### config.mk
export PLATFORM = sky130hd
export DESIGN_NAME = tsc_deadline_timer
export DESIGN_NICKNAME = d
export VERILOG_FILES = /design/src/rtl/tsc_pkg.sv /design/src/rtl/tsc_raw_counter.sv /design/src/rtl/tsc_adjust_reg.sv /design/src/rtl/tsc_deadline_cmp.sv /design/src/rtl/tsc_deadline_timer.sv
export SDC_FILE = /design/constraint.sdc
export NUM_CORES = 1
export LEC_CHECK = 0
export BUFFER_PORTS_ARGS = -buffer_cell sky130_fd_sc_hd__buf_2
export CAP_MARGIN = 10
export CELL_PAD_IN_SITES_DETAIL_PLACEMENT = 0
export CELL_PAD_IN_SITES_GLOBAL_PLACEMENT = 1
export CORE_ASPECT_RATIO = 1.75
export CORE_UTILIZATION = 50
export CTS_BUF_LIST = sky130_fd_sc_hd__clkbuf_8
export CTS_CLUSTER_SIZE = 24
export DETAILED_ROUTE_END_ITERATION = 16
export GPL_TIMING_DRIVEN = 1
export PLACE_DENSITY = 0.88
export RECOVER_POWER = 100
export SLEW_MARGIN = 20
export SYNTH_ARGS = -nofsm -noshare
export SYNTH_HDL_FRONTEND = slang
export SYNTH_SLANG_ARGS = --single-unit
### constraint.sdc
create_clock -name clk_i -period 10.5 [get_ports clk_i]
set_input_delay 0.525 -clock clk_i [delete_from_list [all_inputs] [get_ports clk_i]]
set_output_delay 0.525 -clock clk_i [all_outputs]
set_load 0.02 [all_outputs]
### src/rtl/tsc_pkg.sv
package tsc_pkg;
  typedef enum logic [1:0] {
    SEL_COUNT    = 2'd0,
    SEL_ADJUST   = 2'd1,
    SEL_DEADLINE = 2'd2,
    SEL_STATUS   = 2'd3
  } tsc_sel_e;
endpackage

### src/rtl/tsc_raw_counter.sv
module tsc_raw_counter #(
  parameter int unsigned W = 64
) (
  input  logic         clk_i,
  input  logic         rst_ni,
  input  logic         tick_en_i,
  output logic [W-1:0] raw_o,
  output logic [W-1:0] raw_next_o
);
  logic [W-1:0] raw_q;

  assign raw_next_o = tick_en_i ? raw_q + W'(1) : raw_q;
  assign raw_o      = raw_q;

  always_ff @(posedge clk_i or negedge rst_ni) begin
    if (!rst_ni) raw_q <= '0;
    else         raw_q <= raw_next_o;
  end

  AST_RAW_HOLD: assert property (@(posedge clk_i) disable iff (!rst_ni)
    !tick_en_i |=> $stable(raw_q));
  AST_RAW_STEP: assert property (@(posedge clk_i) disable iff (!rst_ni)
    tick_en_i |=> raw_q == $past(raw_q) + W'(1));
endmodule

### src/rtl/tsc_adjust_reg.sv
module tsc_adjust_reg #(
  parameter int unsigned W = 64
) (
  input  logic         clk_i,
  input  logic         rst_ni,
  input  logic         cnt_wr_i,
  input  logic         adj_wr_i,
  input  logic [W-1:0] wdata_i,
  input  logic [W-1:0] raw_next_i,
  output logic [W-1:0] adj_o
);
  logic [W-1:0] adj_q;

  // counter write: offset absorbs difference so raw + offset == written value
  always_ff @(posedge clk_i or negedge rst_ni) begin
    if (!rst_ni)       adj_q <= '0;
    else if (cnt_wr_i) adj_q <= wdata_i - raw_next_i;
    else if (adj_wr_i) adj_q <= wdata_i;
  end

  assign adj_o = adj_q;

  AST_ADJ_WRITE: assert property (@(posedge clk_i) disable iff (!rst_ni)
    adj_wr_i && !cnt_wr_i |=> adj_q == $past(wdata_i));
endmodule

### src/rtl/tsc_deadline_cmp.sv
module tsc_deadline_cmp #(
  parameter int unsigned W = 64
) (
  input  logic         clk_i,
  input  logic         rst_ni,
  input  logic         dl_wr_i,
  input  logic [W-1:0] wdata_i,
  input  logic [W-1:0] visible_i,
  output logic [W-1:0] deadline_o,
  output logic         armed_o,
  output logic         irq_o
);
  logic [W-1:0] deadline_q;
  logic         armed_q;
  logic         irq_q;
  logic         due;
  logic         fire;

  // full-width unsigned compare against live counter
  assign due  = visible_i >= deadline_q;
  assign fire = armed_q && due && !dl_wr_i;

  always_ff @(posedge clk_i or negedge rst_ni) begin
    if (!rst_ni) begin
      deadline_q <= '0;
      armed_q    <= 1'b0;
      irq_q      <= 1'b0;
    end else begin
      irq_q <= fire;
      if (dl_wr_i) begin
        deadline_q <= wdata_i;
        armed_q    <= |wdata_i;
      end else if (fire) begin
        deadline_q <= '0;
        armed_q    <= 1'b0;
      end
    end
  end

  assign deadline_o = deadline_q;
  assign armed_o    = armed_q;
  assign irq_o      = irq_q;

  AST_IRQ_NEEDS_ARM: assert property (@(posedge clk_i) disable iff (!rst_ni)
    irq_q |-> $past(armed_q));
  AST_FIRE_CLEARS: assert property (@(posedge clk_i) disable iff (!rst_ni)
    armed_q && due && !dl_wr_i |=> irq_q && !armed_q && deadline_q == '0);
  AST_ZERO_DISARM: assert property (@(posedge clk_i) disable iff (!rst_ni)
    dl_wr_i && wdata_i == '0 |=> !armed_q && !irq_q);
  AST_NO_REPEAT: assert property (@(posedge clk_i) disable iff (!rst_ni)
    irq_q && !$past(dl_wr_i) |=> !irq_q);
endmodule

### src/rtl/tsc_deadline_timer.sv
module tsc_deadline_timer
  import tsc_pkg::*;
#(
  parameter int unsigned W     = 64,
  localparam int unsigned SEL_W = 2
) (
  input  logic             clk_i,
  input  logic             rst_ni,
  input  logic             tick_en_i,
  input  logic             wr_en_i,
  input  logic [SEL_W-1:0] wr_sel_i,
  input  logic [W-1:0]     wr_data_i,
  input  logic [SEL_W-1:0] rd_sel_i,
  output logic [W-1:0]     rd_data_o,
  output logic             irq_o
);
  logic [W-1:0] raw, raw_next, adj, visible, deadline;
  logic         armed;
  logic         cnt_wr, adj_wr, dl_wr;

  assign cnt_wr = wr_en_i && (tsc_sel_e'(wr_sel_i) == SEL_COUNT);
  assign adj_wr = wr_en_i && (tsc_sel_e'(wr_sel_i) == SEL_ADJUST);
  assign dl_wr  = wr_en_i && (tsc_sel_e'(wr_sel_i) == SEL_DEADLINE);

  tsc_raw_counter #(.W(W)) i_raw (
    .clk_i      (clk_i),
    .rst_ni     (rst_ni),
    .tick_en_i  (tick_en_i),
    .raw_o      (raw),
    .raw_next_o (raw_next)
  );

  tsc_adjust_reg #(.W(W)) i_adj (
    .clk_i      (clk_i),
    .rst_ni     (rst_ni),
    .cnt_wr_i   (cnt_wr),
    .adj_wr_i   (adj_wr),
    .wdata_i    (wr_data_i),
    .raw_next_i (raw_next),
    .adj_o      (adj)
  );

  assign visible = raw + adj;

  tsc_deadline_cmp #(.W(W)) i_dl (
    .clk_i      (clk_i),
    .rst_ni     (rst_ni),
    .dl_wr_i    (dl_wr),
    .wdata_i    (wr_data_i),
    .visible_i  (visible),
    .deadline_o (deadline),
    .armed_o    (armed),
    .irq_o      (irq_o)
  );

  always_comb begin
    unique case (tsc_sel_e'(rd_sel_i))
      SEL_COUNT:    rd_data_o = visible;
      SEL_ADJUST:   rd_data_o = adj;
      SEL_DEADLINE: rd_data_o = deadline;
      default:      rd_data_o = {{(W-1){1'b0}}, armed};
    endcase
  end

  AST_CNT_WRITE: assert property (@(posedge clk_i) disable iff (!rst_ni)
    cnt_wr |=> visible == $past(wr_data_i));
  AST_STATUS_WR_IGNORED: assert property (@(posedge clk_i) disable iff (!rst_ni)
    wr_en_i && wr_sel_i == 2'd3 |=> adj == $past(adj));
endmodule

==> results.txt, run 1 <==
The run finished, with violations left. The checks that failed: capacitance limit, slew limit. The initial detailed-routing violation count came out at approximately 940. Setup repair after global routing left no endpoint under its margin. The global-route track usage on met1 is 37.39%. Counting cells, the worst reg-to-reg path comes to 19. TritonCTS created 17 clock buffers.

The site row count came out at 93. The synthesized design contains 0 enable-type register cells. The critical path in this run is classified as reg -> reg. The worst path in the final design needs a cycle of 7.825 ns, including I/O delays and setup. Among the stages of the critical path, the cell type that occurs most often is sky130_fd_sc_hd__ha_1. The HPWL after detailed placement is roughly 52 mm. 0 antenna diodes ended up in the layout. Max-cap violations in this run came to 7. The residual antenna-violating net count after detailed routing is 0.

The number of input and output port buffers inserted came out at between 100 and 150. STA classifies the critical path endpoint as a flip-flop. The post-detailed-route DRC marker count is 0.

The launching instance or port of the critical path is i_raw.raw_o[0]$_DFF_PN0_. The maximum frequency from static timing analysis is roughly 0.13 GHz. The path with the worst hold slack has its endpoint at i_raw.raw_o[0]$_DFF_PN0_. The final layout net count is 2,664. sky130_fd_sc_hd__dfrtp_1 takes more of the synthesized area than any other cell. The number of distinct library cell variants in the gate-level netlist after synthesis came out at 80.

The number of H-tree levels is 4. The final weighted congestion of routability-driven global placement is 1.011. The proportion of synthesized chip area in sequential cells is between 20% and 30%.

The per-cell via count in the routed design is approximately 6.2. The final number of hold-violating endpoints came out at 0. The die outline width came out at between 100 and 150 um. The dominant synthesized flop cell is sky130_fd_sc_hd__dfrtp_1. The number of global-route vias before repair came to between 15,000 and 20,000. The count of instances resized after the clock tree is built came out at 0. In this design, the stage delay of the slowest critical-path cell is 0.74 ns. The critical path goes through ha_1 > fa_1 > a211oi_1 > o21ai_0 > a211o_2 > o221a_1 > o31ai_1 > o21a_1 > o31a_1 > o41ai_1 > mux2i_1 > a2111oi_0 > ha_1 > nand4_1 > nor4_1 > nand3_1 > o21ai_4 > buf_4 > nor2_1.

After global routing, the most crowded layer is met2. The maximum buffer depth of the clock tree is 2. After synthesis, the share of flip-flops with an asynchronous set or reset is 100.0%. After global routing the overflow that remains totals 0. The cell area after technology mapping is between 15,000 and 20,000 um2. Leaving out fill and tap cells, the most frequent cell in the layout is sky130_fd_sc_hd__nand2_1. The final number of max-transition violations is around 360. The dominant delay contributor by cell family on the critical path is compound AO/OA/AOI/OAI gates. The count of buffering cells on the critical path with inverters included came out at 1. The share of total power in combinational logic came out at just over 50%. In this run the static leakage power is 9.667 nW.

The final-layout setup total negative slack is 0 ns. The global-route wire length before repair came out at 101.7 mm. The routed wirelength normalized by instance count came out at between 20 and 25 um.

The overall routed net length came out at roughly 67 mm. The relative slew slack is -166.5%. The fraction of power spent switching nets is 45.93%. Yosys printed 0 warnings.

The clock latency on the worst-skew pair came out at 0.53 ns. For this run, global-route usage on met3 was measured as 4.096%. The worst-case vdd ir drop is around 0.00012 V.

The area growth from synthesis to layout came out at 6.576%. The cell area power density is roughly 170 nW/um2. In the final layout, the share of cells above drive strength 1 is 5.638%. The share of the core filled with cells came out at a little over half.

Yosys attributes the largest share of cell area to sky130_fd_sc_hd__dfrtp_1 (26%), sky130_fd_sc_hd__ha_1 (13%), sky130_fd_sc_hd__mux2i_1 (6.1%), sky130_fd_sc_hd__a21oi_1 (5.9%), sky130_fd_sc_hd__xnor2_1 (5.2%). The global-route total usage across every layer is between 30% and 40%. The chip height came out at approximately 260 um. The area fraction of the dominant cell type after synthesis came out at a little over a quarter. Clock tree synthesis selected as its root buffer the cell sky130_fd_sc_hd__clkbuf_8. The area enclosed by the die boundary came out at 38,100 um2. The core area is ~37,000 um2. The net count after synthesis came out at ~2,600. Data arrives at the worst endpoint at 8.21 ns. The slowest stage of the critical path is the sky130_fd_sc_hd__nor4_1 cell.

Global routing used a little over three fifths of the available met2 tracks. The clock transition at the registers of the reported paths is 0.11 ns. Dividing the final minimum period by the clock period gives about three quarters. The library cells used most frequently in the layout, excluding fill and tap cells, are sky130_fd_sc_hd__nand2_1 (238), sky130_fd_sc_hd__a21oi_1 (219), sky130_fd_sc_hd__dfrtp_1 (194).

The worst register-to-register path ends at i_dl.deadline_o[35]$_DFFE_PN0P_. The clock network accounts for between 10% and 20% of the total power. The initial utilization of the core area, before any placement, comes to 50.71%. The maximum fanout encountered on the critical timing path came out at between 40 and 50. The worst register-to-register path begins at i_raw.raw_o[0]$_DFF_PN0_. Entering global routing, the biggest net connects 95 pins. The synthesized instance count came out at 2,340. The clock sink count is a little under 200. The minimum setup slack among reg-to-reg paths came out at between 2 and 3 ns. The synthesized area per cell is 7.969 um2. Registers are responsible for 33.5% of the overall power. The number of top-level design ports is 137.

The CTS tree is built. The routed via count came out at between 15,000 and 20,000. The worst hold path stage count is 2. The data required time at the worst endpoint is roughly 11 ns. In this run the worst hold path is classified as in -> reg. The start point of the worst min-delay path is tick_en_i.

The first-pass iteration count of the detailed router came out at 7. The number of antenna violations at the first check in global routing came out at 0. The clock skew came out at just under 0.02 ns. The final-report setup violation count is 0.

At the pin with the least slew margin, the transition time is between 3 and 4 ns. The post-synthesis register bit count came out at 194. The analysis attributes to net switching a power of 1.519 mW. The worst setup path is launched from a flip-flop. The internal power consumption is 1.788 mW.
cell usage after synthesis, types with 4 or more instances:
library cell and instances:
sky130_fd_sc_hd__a2111oi_0 4, sky130_fd_sc_hd__a211oi_1 12, sky130_fd_sc_hd__a21boi_0 6, sky130_fd_sc_hd__a21o_1 104, sky130_fd_sc_hd__a21oi_1 219, sky130_fd_sc_hd__a221oi_1 5, sky130_fd_sc_hd__a22o_1 8, sky130_fd_sc_hd__a22oi_1 12
sky130_fd_sc_hd__a31oi_1 22, sky130_fd_sc_hd__and2_1 11, sky130_fd_sc_hd__and3_1 46, sky130_fd_sc_hd__and4_1 11, sky130_fd_sc_hd__buf_1 12, sky130_fd_sc_hd__buf_2 7, sky130_fd_sc_hd__clkbuf_1 89, sky130_fd_sc_hd__dfrtp_1 194
sky130_fd_sc_hd__ha_1 191, sky130_fd_sc_hd__inv_1 155, sky130_fd_sc_hd__mux2i_1 113, sky130_fd_sc_hd__nand2_1 238, sky130_fd_sc_hd__nand2b_1 13, sky130_fd_sc_hd__nand3_1 45, sky130_fd_sc_hd__nand4_1 60, sky130_fd_sc_hd__nor2_1 183
sky130_fd_sc_hd__nor2b_1 16, sky130_fd_sc_hd__nor3_1 24, sky130_fd_sc_hd__nor4_1 23, sky130_fd_sc_hd__o211a_1 4, sky130_fd_sc_hd__o211ai_1 10, sky130_fd_sc_hd__o21a_1 18, sky130_fd_sc_hd__o21ai_0 173, sky130_fd_sc_hd__o21ai_1 14
sky130_fd_sc_hd__o21bai_1 25, sky130_fd_sc_hd__o22ai_1 6, sky130_fd_sc_hd__o31ai_1 11, sky130_fd_sc_hd__or2_2 5, sky130_fd_sc_hd__or3_1 5, sky130_fd_sc_hd__xnor2_1 111, sky130_fd_sc_hd__xor2_1 72
cell families (layout without fill, tap and decap cells):
kind of cell	count (synthesis)	in the layout	share of synthesized area, %
fa+ha+maj	193	193	13.03
buf+inv	267	339	5.441
compound gates	689	689	22.87
mux	116	116	6.307
simple gates	697	697	17.63
xor+xnor	184	184	8.682
flops	194	194	26.03
metal layers:
layer | wire (um) | up-vias | share of wire [%]
met3 | 2784 | 217 | 4.2
met5 | 0 | - | 0
met2 | 33660 | 601 | 51
li1 | - | 8465 | -
met1 | 24710 | 8529 | 37
met4 | 5427 | 0 | 8.2
state kept, by name, indices dropped and copies added (netlist names):
register,flops
i_adj.adj_o,64
i_dl.armed_o,1
i_dl.deadline_o,64
i_dl.irq_o,1
i_raw.raw_o,64
worst reg2reg max path, cell delays in order, from the launching register on:
cell and delay [ns]:
sky130_fd_sc_hd__dfrtp_1 0.45, sky130_fd_sc_hd__ha_1 0.26, sky130_fd_sc_hd__fa_1 0.44, sky130_fd_sc_hd__a211oi_1 0.51, sky130_fd_sc_hd__o21ai_0 0.18, sky130_fd_sc_hd__a211o_2 0.37
sky130_fd_sc_hd__o221a_1 0.31, sky130_fd_sc_hd__o31ai_1 0.64, sky130_fd_sc_hd__o21a_1 0.33, sky130_fd_sc_hd__o31a_1 0.44, sky130_fd_sc_hd__o41ai_1 0.23, sky130_fd_sc_hd__mux2i_1 0.17
sky130_fd_sc_hd__a2111oi_0 0.65, sky130_fd_sc_hd__ha_1 0.24, sky130_fd_sc_hd__nand4_1 0.12, sky130_fd_sc_hd__nor4_1 0.75, sky130_fd_sc_hd__nand3_1 0.23, sky130_fd_sc_hd__o21ai_4 0.55
sky130_fd_sc_hd__buf_4 0.65, sky130_fd_sc_hd__nor2_1 0.16
final cells by class:
| type | instances | area [um2] |
|---|---|---|
| Tap cell | 475 | 594.3 |
| Multi-Input combinational cell | 1879 | 12740 |
| Clock buffer | 17 | 234.0 |
| Inverter | 156 | 585.6 |
| Timing Repair Buffer | 151 | 699.4 |
| Clock inverter | 15 | 170.2 |
| Sequential cell | 194 | 4855 |
| Fill cell | 3719 | 16900 |
power groups by stage:
stage	clock network, mW	registers, mW	logic, mW
6_report	0.538	1.11	1.66
5_1_grt	0.573	1.13	1.86
4_1_cts	0.547	1.11	1.68
3_5_place_dp	0	1.12	1.66
3_3_place_gp	0	1.11	1.63
2_1_floorplan	0	1.05	1.19
what timing repair did:
action | 4_1_cts | 5_1_grt
buffers inserted | 0 | 0
endpoints found under the setup margin | 0 | 0
hold endpoints to repair | 57 | 0
hold buffers | 1 | 0
how the worst max path moves through the flow:
stage                     cells after the start                         endpoint  slack [ns]
after floorplan                              22  i_dl.deadline_o[10]$_DFFE_PN0P_        5.55
after global placement                       19  i_dl.deadline_o[38]$_DFFE_PN0P_        3.77
after detailed placement                     19  i_dl.deadline_o[27]$_DFFE_PN0P_        3.61
after CTS                                    19  i_dl.deadline_o[35]$_DFFE_PN0P_        3.55
after global routing                          4      i_adj.adj_o[34]$_DFFE_PN0P_        2.38
final                                        19  i_dl.deadline_o[35]$_DFFE_PN0P_        2.67
metrics by stage:
step,hold slack [ns],setup WS [ns],std cells,power (mW),cell area (um2)
after floorplan,0.2294,5.549,2340,2.244,18650
after global placement,0.4941,3.770,2854,2.742,19650
after detailed placement,0.5035,3.607,2854,2.785,19650
after CTS,0.2601,3.552,2887,3.331,20070
after global routing,0.2861,2.385,2887,3.559,19870
final,0.2889,2.675,2887,3.307,19870
Note: power is estimated with default switching activity, not from simulation.
==> run 2: changes to the inputs <==
--- a/config.mk
+++ b/config.mk
@@ -10,12 +10,12 @@
 export CELL_PAD_IN_SITES_DETAIL_PLACEMENT = 0
 export CELL_PAD_IN_SITES_GLOBAL_PLACEMENT = 1
 export CORE_ASPECT_RATIO = 1.75
-export CORE_UTILIZATION = 50
+export CORE_UTILIZATION = 43
 export CTS_BUF_LIST = sky130_fd_sc_hd__clkbuf_8
 export CTS_CLUSTER_SIZE = 24
 export DETAILED_ROUTE_END_ITERATION = 16
 export GPL_TIMING_DRIVEN = 1
-export PLACE_DENSITY = 0.88
+export PLACE_DENSITY = 0.8
 export RECOVER_POWER = 100
 export SLEW_MARGIN = 20
 export SYNTH_ARGS = -nofsm -noshare
==> constraint.sdc (replaced) <==
create_clock -name clk_i -period 6.48 [get_ports clk_i]
set_input_delay 0.324 -clock clk_i [delete_from_list [all_inputs] [get_ports clk_i]]
set_output_delay 0.324 -clock clk_i [all_outputs]
set_load 0.02 [all_outputs]
==> run 2 against run 1 <==
The flow still finishes with violations (capacitance limit, slew limit). Setup slack got worse by 2.2 ns. Power rose by 64%. Clock-buffer cell count rose by 3. Critical path depth rose by 5. Die area rose by 16%. Design area rose by 1.6%. Worst hold slack got worse by 0.17 ns. Cell count rose by 3.7%. Clock power rose by 61%. Wire length rose by 2.7%. Critical path type unchanged.
==> results.txt, run 2 (synthesis gave the netlist of run 1 again) <==
The total overflow left after global routing is 0. After the last flow step, the layout net total stands at 2,681. The worst hold slack across all endpoints came out at between 0.1 and 0.15 ns.

The first global-routing pass estimated 103.3 mm of wire. The site row count came out at 100. The global-route total usage across every layer came out at 30.73%. The worst hold path belongs to the class in -> reg. The count of maximum capacitance violations came out at 3. The number of top-level design ports came out at around 140. The worst-case vdd ir drop came out at 0.0001663 V.

Clock-pin slew was measured on the worst setup and hold paths at ~0.10 ns. The nature of the critical path startpoint is a flip-flop. Across all layers, the routed design uses ~18,000 vias. The first-pass iteration count of the detailed router is 7.

At the worst endpoint, the required time is 6.90 ns. Clock latency on the worst-skew pair, taken at its later pin, is approximately 0.50 ns. The post-DP HPWL came out at between 50 and 60 mm. The routed wirelength normalized by instance count is 22.84 um. The cell sitting at the root of the clock tree is a sky130_fd_sc_hd__clkbuf_8. The final weighted congestion of routability-driven global placement is 0.9926. The CTS tree is built. The data arrival time of the critical path came out at approximately 6.5 ns. The number of H-tree levels is 4. The number of global-route vias before repair came to ~18,000.

The chip height is around 280 um. The overall routed net length is approximately 70 mm. Tracing the worst setup path back leads to its startpoint at i_raw.raw_o[0]$_DFF_PN0_.

The area enclosed by the die boundary came out at 44,240 um2. The cell area power density is 268.4 nW/um2. The final number of hold-violating endpoints is 0.

The final number of max-transition violations came out at between 150 and 200. The maximum fanout encountered on the critical timing path came out at 34. The pin count of the biggest net entering global routing came out at 122. The core area is around 43,000 um2. The post-detailed-route DRC marker count is 0. The worst register-to-register path begins at i_raw.raw_o[0]$_DFF_PN0_. The clock skew came out at 0.02115 ns. Leaving out fill and tap cells, the most frequent cells in the layout are sky130_fd_sc_hd__nand2_1 (238), sky130_fd_sc_hd__a21oi_1 (220), sky130_fd_sc_hd__dfrtp_1 (194).

Summed over all failing endpoints, the final setup total negative slack is 0 ns. The flow ran to the end, but the final reports show violations. The number of antenna violations at the first check in global routing came out at 7. The library cell used most frequently in the layout, excluding fill and tap cells, is sky130_fd_sc_hd__nand2_1. The worst path uses just over 90% of the clock period. The number of CTS-inserted buffers came out at 17. The count of nets left with antenna violations once routing finished came out at 0. The number of fill cells in the layout came out at between 4,000 and 5,000. The endpoint class of the critical path is a flip-flop.

The maximum frequency from static timing analysis is between 0.15 and 0.2 GHz. The fraction of final layout cells with drive strength greater than 1 is roughly 6.7%. Hold repair after CTS inserted 0 buffers. The minimum clock period came out at about 6 ns. Counting every sink on the clock net gives 194. The initial standard-cell utilization of the core is 43.71%. Setup repair after global routing left no endpoint under its margin. The number of input and output port buffers inserted is about 140. The final-report setup violation count is 0. The final reports fail on capacitance limit, slew limit.

The area growth from synthesis to layout came out at 8.293%. The leakage power figure is between 9 and 10 nW. The start point of the worst min-delay path is tick_en_i.

The maximum buffer depth of the clock tree is 2. The initial detailed-routing violation count came out at between 1,000 and 1,500. The number of setup buffers added after CTS came out at 0. The relative slew slack is -87.45%. The per-cell via count in the routed design is around 6.

For the pin with the worst max-slew slack, the measured transition is ~2.8 ns. Post-CTS repair changed the size of 0 cells. The worst setup path is of the reg -> reg kind. In this run the horizontal extent of the chip is 159.4 um. The overall power after layout came out at roughly 5.4 mW.
-- run 2: area by class of cell --
type / count / area, um2 / area share, %
Antenna cell: 3 / 7.507 / 0.03717
Clock buffer: 20 / 275.3 / 1.363
Clock inverter: 12 / 142.6 / 0.7063
Inverter: 156 / 585.6 / 2.900
Multi-Input combinational cell: 1879 / 12780 / 63.27
Sequential cell: 194 / 4855 / 24.04
Tap cell: 561 / 701.9 / 3.476
Timing Repair Buffer: 168 / 850.8 / 4.213
-- run 2: worst max-delay path, stage by stage (launching register included) --
cell and delay [ns]:
sky130_fd_sc_hd__dfrtp_1 0.45, sky130_fd_sc_hd__ha_1 0.24, sky130_fd_sc_hd__fa_1 0.43, sky130_fd_sc_hd__a211oi_1 0.44
sky130_fd_sc_hd__o21ai_0 0.19, sky130_fd_sc_hd__a211o_2 0.36, sky130_fd_sc_hd__o221a_4 0.27, sky130_fd_sc_hd__o31ai_2 0.17
sky130_fd_sc_hd__clkbuf_1 0.38, sky130_fd_sc_hd__nor2_1 0.09, sky130_fd_sc_hd__a41oi_1 0.55, sky130_fd_sc_hd__xnor2_1 0.22
sky130_fd_sc_hd__ha_1 0.29, sky130_fd_sc_hd__a21o_1 0.17, sky130_fd_sc_hd__a21o_1 0.17, sky130_fd_sc_hd__a21o_1 0.17
sky130_fd_sc_hd__a21o_1 0.17, sky130_fd_sc_hd__a21o_1 0.17, sky130_fd_sc_hd__a21oi_1 0.15, sky130_fd_sc_hd__o211ai_1 0.10
sky130_fd_sc_hd__a31oi_1 0.18, sky130_fd_sc_hd__buf_4 0.17, sky130_fd_sc_hd__o21ai_4 0.08, sky130_fd_sc_hd__buf_12 0.18
sky130_fd_sc_hd__nor2_1 0.15
-- run 2: report_power, final --
| part | switching [mW] | internal, mW | total [mW] |
|---|---|---|---|
| combinational | 1.65 | 1.08 | 2.73 |
| sequential | 0.324 | 1.50 | 1.82 |
| clock | 0.482 | 0.383 | 0.866 |
| total | 2.46 | 2.96 | 5.42 |
-- run 2: final timing paths --
kind	end	slack, ns	depth (start not counted)
min reg2reg	i_raw.raw_o[17]$_DFF_PN0_	0.52	1
max	i_dl.deadline_o[14]$_DFFE_PN0P_	0.43	24
max reg2reg	i_dl.deadline_o[14]$_DFFE_PN0P_	0.43	24
max in group asynchronous	i_dl.deadline_o[8]$_DFFE_PN0P_	2.13	3
min in group asynchronous	i_dl.deadline_o[58]$_DFFE_PN0P_	1.28	2
min	i_raw.raw_o[0]$_DFF_PN0_	0.12	2
-- run 2: per-stage QoR --
step                util (%)  instances  setup slack, ns  cell area (um2)
floorplan                  -       2340            1.529            18650
global placement       46.65       2956           0.9419            19900
detailed placement     46.65       2956           0.8439            19900
CTS                    47.63       2988           0.7913            20320
global route           47.32       2991           0.1888            20190
finish                 47.33       2993           0.4303            20190
-- run 2: metal layers --
layer / routed length (um) / global-route usage [%] / up-vias
met5: 50 / 0 / -
li1: - / - / 8496
met4: 5382 / 22.56 / 8
met2: 35650 / 57.20 / 539
met3: 2679 / 3.768 / 202
met1: 24590 / 31.26 / 8688
